===== config.mk =====
export PLATFORM = sky130hd
export DESIGN_NAME = excl_pair_store
export DESIGN_NICKNAME = d
export VERILOG_FILES = /design/src/rtl/excl_pkg.sv /design/src/rtl/excl_monitor.sv /design/src/rtl/pair_packer.sv /design/src/rtl/excl_pair_store.sv
export SDC_FILE = /design/constraint.sdc
export NUM_CORES = 1
export LEC_CHECK = 0
export BUFFER_PORTS_ARGS = -buffer_cell sky130_fd_sc_hd__buf_2
export CORE_MARGIN = 2
export CORE_UTILIZATION = 40
export DETAILED_ROUTE_END_ITERATION = 12
export PLACE_DENSITY = 0.69
export SLEW_MARGIN = 0
export SYNTH_ARGS = -nofsm -noshare
export SYNTH_HDL_FRONTEND = slang
export SYNTH_SLANG_ARGS = --single-unit

===== constraint.sdc =====
create_clock -name clk -period 13.9 [get_ports clk]
set_clock_uncertainty 0.05 [all_clocks]
set_input_delay 1.39 -clock clk [delete_from_list [all_inputs] [get_ports clk]]
set_output_delay 1.39 -clock clk [all_outputs]
set_load 0.05 [all_outputs]

===== src/rtl/excl_pkg.sv =====
// Shared types for the exclusive monitor and the paired store unit.
// Assumes: no other package defines these names.
package excl_pkg;
    typedef enum logic {
        MON_OPEN = 1'b0,
        MON_EXCL = 1'b1
    } mon_state_e;
endpackage


===== src/rtl/excl_monitor.sv =====
// Local exclusive monitor. It holds an armed address and a log2 span.
// Assumes: the caller resolves priority, so clear wins over arm when both are asserted.
module excl_monitor #(
    parameter int AW = 64,
    parameter int LW = 3
) (
    input  logic          clk,
    input  logic          rst_n,
    input  logic          arm,
    input  logic [AW-1:0] arm_addr,
    input  logic [LW-1:0] arm_log2,
    input  logic          clear,
    output logic          armed,
    output logic [AW-1:0] mon_addr,
    output logic [LW-1:0] mon_log2
);
    import excl_pkg::*;

    mon_state_e state_q;

    // State update: clear returns to open, arm records a new span.
    always_ff @(posedge clk) begin
        if (!rst_n) begin
            state_q  <= MON_OPEN;
            mon_addr <= '0;
            mon_log2 <= '0;
        end else if (clear) begin
            state_q  <= MON_OPEN;
        end else if (arm) begin
            state_q  <= MON_EXCL;
            mon_addr <= arm_addr;
            mon_log2 <= arm_log2;
        end
    end

    assign armed = (state_q == MON_EXCL);
endmodule


===== src/rtl/pair_packer.sv =====
// Places two elements into one combined write word according to element size and byte order.
// Assumes: EW is even. Half-width elements use the low EW/2 bits of each operand.
module pair_packer #(
    parameter int EW = 64
) (
    input  logic [EW-1:0]   elem_a,
    input  logic [EW-1:0]   elem_b,
    input  logic            wide,
    input  logic            big_endian,
    output logic [2*EW-1:0] packed_data
);
    localparam int HW = EW / 2;

    // Select the half order and zero the unused upper half for narrow pairs.
    always_comb begin
        if (wide) begin
            packed_data = big_endian ? {elem_a, elem_b} : {elem_b, elem_a};
        end else if (big_endian) begin
            packed_data = {{EW{1'b0}}, elem_a[HW-1:0], elem_b[HW-1:0]};
        end else begin
            packed_data = {{EW{1'b0}}, elem_b[HW-1:0], elem_a[HW-1:0]};
        end
    end
endmodule


===== src/rtl/excl_pair_store.sv =====
// Paired conditional store unit. It checks the span and alignment, issues one registered
// write on a pass and returns a zero-extended status.
// Assumes: memory holds mem_ack until it has taken the write, and requests are sampled on the rising edge.
module excl_pair_store #(
    parameter int AW          = 64,
    parameter int EW          = 64,
    parameter int LW          = 3,
    parameter int SP_ALIGN_LG = 4
) (
    input  logic          clk,
    input  logic          rst_n,
    input  logic          ldx_valid,
    input  logic [AW-1:0] ldx_addr,
    input  logic [LW-1:0] ldx_log2,
    input  logic          clr_valid,
    input  logic          st_valid,
    input  logic [AW-1:0] st_addr,
    input  logic [EW-1:0] st_elem_a,
    input  logic [EW-1:0] st_elem_b,
    input  logic          st_wide,
    input  logic          st_big_endian,
    input  logic          st_base_is_sp,
    output logic          ready,
    output logic          resp_valid,
    output logic [31:0]   resp_status,
    output logic          align_fault,
    output logic          mem_we,
    output logic [AW-1:0] mem_addr,
    output logic          mem_wide,
    output logic [2*EW-1:0] mem_wdata,
    input  logic          mem_ack
);
    localparam int XW        = AW + 1;
    localparam int NARROW_B  = EW / 8;
    localparam int WIDE_B    = EW / 4;
    localparam int NARROW_LG = $clog2(NARROW_B);
    localparam int WIDE_LG   = $clog2(WIDE_B);

    logic          st_acc;
    logic          mon_armed;
    logic [AW-1:0] mon_addr;
    logic [LW-1:0] mon_log2;
    logic [2*EW-1:0] pair_data;
    logic [XW-1:0] span_lo, span_hi, tgt_lo, tgt_hi;
    logic          covered, misaligned, sp_misaligned, fault, success;

    assign ready  = !mem_we;
    assign st_acc = st_valid && ready;

    excl_monitor #(.AW(AW), .LW(LW)) u_mon (
        .clk      (clk),
        .rst_n    (rst_n),
        .arm      (ldx_valid && !clr_valid && !st_acc),
        .arm_addr (ldx_addr),
        .arm_log2 (ldx_log2),
        .clear    (clr_valid || st_acc),
        .armed    (mon_armed),
        .mon_addr (mon_addr),
        .mon_log2 (mon_log2)
    );

    pair_packer #(.EW(EW)) u_pack (
        .elem_a      (st_elem_a),
        .elem_b      (st_elem_b),
        .wide        (st_wide),
        .big_endian  (st_big_endian),
        .packed_data (pair_data)
    );

    // Span coverage test using one extra bit so the end addresses cannot wrap.
    always_comb begin
        span_lo = {1'b0, mon_addr};
        span_hi = span_lo + (XW'(1) << mon_log2);
        tgt_lo  = {1'b0, st_addr};
        tgt_hi  = tgt_lo + (st_wide ? XW'(WIDE_B) : XW'(NARROW_B));
        covered = mon_armed && !clr_valid && (tgt_lo >= span_lo) && (tgt_hi <= span_hi);
    end

    // Alignment test for the total size and for a stack-pointer base.
    always_comb begin
        misaligned    = st_wide ? (|st_addr[WIDE_LG-1:0]) : (|st_addr[NARROW_LG-1:0]);
        sp_misaligned = st_base_is_sp && (|st_addr[SP_ALIGN_LG-1:0]);
        fault         = misaligned || sp_misaligned;
        success       = covered && !fault;
    end

    // Registered response, valid for the single cycle after acceptance.
    always_ff @(posedge clk) begin
        if (!rst_n) begin
            resp_valid  <= 1'b0;
            resp_status <= '0;
            align_fault <= 1'b0;
        end else begin
            resp_valid  <= st_acc;
            resp_status <= {31'd0, !(st_acc && success)};
            align_fault <= st_acc && fault;
        end
    end

    // Write request: launched on a pass, held until memory acknowledges it.
    always_ff @(posedge clk) begin
        if (!rst_n) begin
            mem_we    <= 1'b0;
            mem_addr  <= '0;
            mem_wide  <= 1'b0;
            mem_wdata <= '0;
        end else if (st_acc && success) begin
            mem_we    <= 1'b1;
            mem_addr  <= st_addr;
            mem_wide  <= st_wide;
            mem_wdata <= pair_data;
        end else if (mem_ack) begin
            mem_we    <= 1'b0;
        end
    end
endmodule


==> impl_results.md <==
* Largest vdd supply drop at about 88 uV
* I/O pin count at about 500
* Flip-flop and latch count after synthesis at about 270
* Overflow after GRT at 0
* Number of post-CTS setup repair buffers at 0
* Slew of the pin with the lowest slew margin at approximately 1.1 ns
* Average footprint of a synthesized cell at 8.298 um^2
* Most instantiated flip-flop cell in the synthesis netlist: dfxtp_1
* Clock-pin slew on the worst setup and hold paths at 0.06 ns
* Switching power summed over all nets at between 500 and 600 uW
* Number of iterations in the first detailed-routing pass at 6
* Max Slew Vio Count at 0
* Number of levels the H-tree was split into at 1
* Detail Route Antenna Nets at 0
* Most common cell in the synthesized netlist: nand2_1
* Number of flops mapped to enable cells by yosys at 0
* Synth Area in Simple Gates at 0.2075
* CTS Hold Buffers Added at 0
* Worst slew margin at 0.2695
* Class of the most critical setup path: in -> reg
* Post-route clock period utilization at 0.5940
* Synth Area in Adders at 0.1010
* Clock group share of total power at 0.446
* Drc violations at 0
* Clk buf depth at 3
* Routed via count divided by cell count at around 5.2
* Max-Cap Viols at 0
* Vias in the first global route at 15,551
* TritonCTS clock tree: built
* Number of gates given a new drive strength after cts at 0
* XOR/XNOR share of the synthesized area at 0.05968
* Count of input and output buffers at 465
* Maximum number of pins on one net before global-route repair at approximately 120
* Post-Syn Area at 0.01761 mm^2
* Number of core rows at between 70 and 80
* Data required time of the worst path at 14.35 ns
* Placed wire-length estimate at around 42,000 um
* Portion of synthesized cell area occupied by the leading cell type at 0.3013
* Switching Fraction at 0.2718
* Combinational power share at 0.150
* Power per cell area at approximately 90 mW/mm^2
* Buffer cell driving the clock tree root: clkbuf_16
* Filler cell count in the final layout at between 4,000 and 5,000
* Clock latency of the later-clocked register in the worst-skew pair at around 0.58 ns
* Post-layout nets at roughly 2,900
* Routed wire length at between 50,000 and 60,000 um
* Crit-path max FO at 62
* Detail-routed net length per standard cell at about 17 um
* Initial Util at 0.4070
* Setup repair after global routing missed its margin: no
* Class of the worst hold path: reg -> reg
* Sequential area share after synthesis at 0.3013
* Total non-filler cell area in the finished layout at about 0.021 mm^2
* Syn Inst Count at approximately 2,100
* Total number of yosys warnings at 0
* Final Hold Viols at 0
* Min Clock Period, post-route at 8.257 ns
* CP startpoint kind: input pin
* Sequential share of power at 0.404
* Dominant cells by area after synthesis: dfxtp_1, mux2i_1, nand2_1
* Number of different library cells in the post-synthesis netlist at 55
* Vias after detailed routing at 16,315
* Synth area leader: dfxtp_1
* Finish-stage setup viols at 0
* Clock sink count at between 200 and 300
* Post-synth top cells: nand2_1, dfxtp_1, mux2i_1, ha_1, xnor2_1
* Core Area at around 0.043 mm^2
* Logic depth of the worst register-to-register path at 20
* Internal power at around 1.4 mW
* RePlAce Congestion at around 0.9
* Fmax at about 120 MHz
* Compound-gate portion of the synthesized area at 0.08022
* Fraction of final layout cells sized beyond drive strength 1 at 0.2521
* Result of the run: complete, no violations
* Critical Path End Type: flop
* Main combinational cell family by area after synthesis: simple AND/OR/NAND/NOR gates
* Initial detailed-routing violation count at about 1,100
* Worst Hold Depth at 2
* Die Span Y at between 200 and 250 um
* Width of the die at 213.8 um
* Arrival time worst endpoint at between 8 and 9 ns
* TritonCTS buffer count at 31
* Setup slack of the worst register-to-register path at roughly 5.7 ns
* Total cell area at the placement stage at between 0.02 and 0.025 mm^2
* Wire length of the first global-routing pass at around 80,000 um
* Async SR Flop Fraction at 0
* Die Area at 0.04572 mm^2
* Share of synthesized area spent on multiplexers at 0.1876
* Antenna violations before repair at 11
* Area Overhead vs Synth at 20.41%
* Overall track demand over capacity in global routing at 0.2234
* Leakage at 10.31 nW
* Final setup TNS at 0 ns
==> final cells by class <==
type,count,area [um^2],share of cell area
Sequential cell,265,5305,0.2502
Clock inverter,13,155.1,0.007317
Multi-Input combinational cell,1661,11330,0.5344
Timing Repair Buffer,480,2452,0.1157
Clock buffer,43,910.9,0.04296
Antenna cell,11,27.53,0.001298
Inverter,77,289.0,0.01363
Tap cell,585,732.0,0.03452
==> power groups by stage <==
stage	sequential (mW)	clock, mW	combinational, mW
after global routing	0.774	0.901	0.320
after floorplan	0.790	0	0.187
after global placement	0.790	0	0.276
after CTS	0.773	0.870	0.286
final	0.774	0.852	0.287
after detailed placement	0.790	0	0.283
==> registers in the layout (all words and copies together), names as in the netlist <==
signal and flops:
mem_wdata 128, mem_addr 64, u_mon.mon_addr 64, u_mon.mon_log2 3, align_fault 1, mem_we 1
mem_wide 1, resp_status 1, resp_valid 1, u_mon.armed 1
==> logic make-up after synthesis <==
family          Yosys count
simple gates            841
mux                     318
other cells               1
xor+xnor                120
flops                   265
fa+ha+maj               141
buf+inv                 226
compound gates          210
==> critical path, stage by stage <==
cell,delay [ns]
buf_2,0.19
ha_1,0.31
a21o_1,0.13
nand4_1,0.27
nor4_1,0.38
buf_4,0.23
nand2_1,0.12
nor3_2,0.64
nand3_1,0.18
xnor2_1,0.17
ha_1,0.27
and3_1,0.20
nand4_1,0.16
or4_4,0.59
nor4_2,0.36
a211oi_1,0.14
a21oi_1,0.21
or4b_4,0.63
buf_4,0.75
buf_4,0.92
mux2i_1,0.30
==> stage by stage <==
stage	std cells	setup WS, ns	power [mW]	utilization	hold WS (ns)
global placement	3068	5.191	1.066	0.4648	0.3918
CTS	3124	5.777	1.930	0.4894	0.4066
global route	3131	5.348	1.995	0.4898	0.4228
finish	3135	5.643	1.913	0.4901	0.4045
detailed placement	3068	5.168	1.074	0.4648	0.3983
floorplan	2152	7.308	0.9770	-	0.3935
==> layout by cell type (no fill, tap or decap), types with 34 or more instances in the layout <==
cell type,count
mux2i_1,222
a21oi_1,51
buf_2,463
a21boi_0,68
nand3_1,70
o211ai_1,34
nand4_1,41
xnor2_1,101
dfxtp_1,265
nand2_1,586
nor2_1,43
ha_1,139
mux2_2,96
inv_1,77
==> path summary, 6_finish.rpt <==
path,startpoint,endpoint
min,mem_addr[53]$_SDFFE_PN0P_,mem_addr[53]$_SDFFE_PN0P_
min reg2reg,mem_addr[53]$_SDFFE_PN0P_,mem_addr[53]$_SDFFE_PN0P_
max,st_wide,mem_wdata[74]$_SDFFE_PN0P_
max reg2reg,u_mon.mon_log2[0]$_SDFFE_PN0P_,mem_wdata[74]$_SDFFE_PN0P_
==> routing by layer <==
layer	wire length, um	track usage	vias up
met5	35	0	-
met4	1837	0.08669	6
met3	3250	0.03574	109
met2	25060	0.3622	487
met1	24320	0.2976	7724
li1	-	-	7989
No activity file was read; power rests on OpenSTA's default activity.
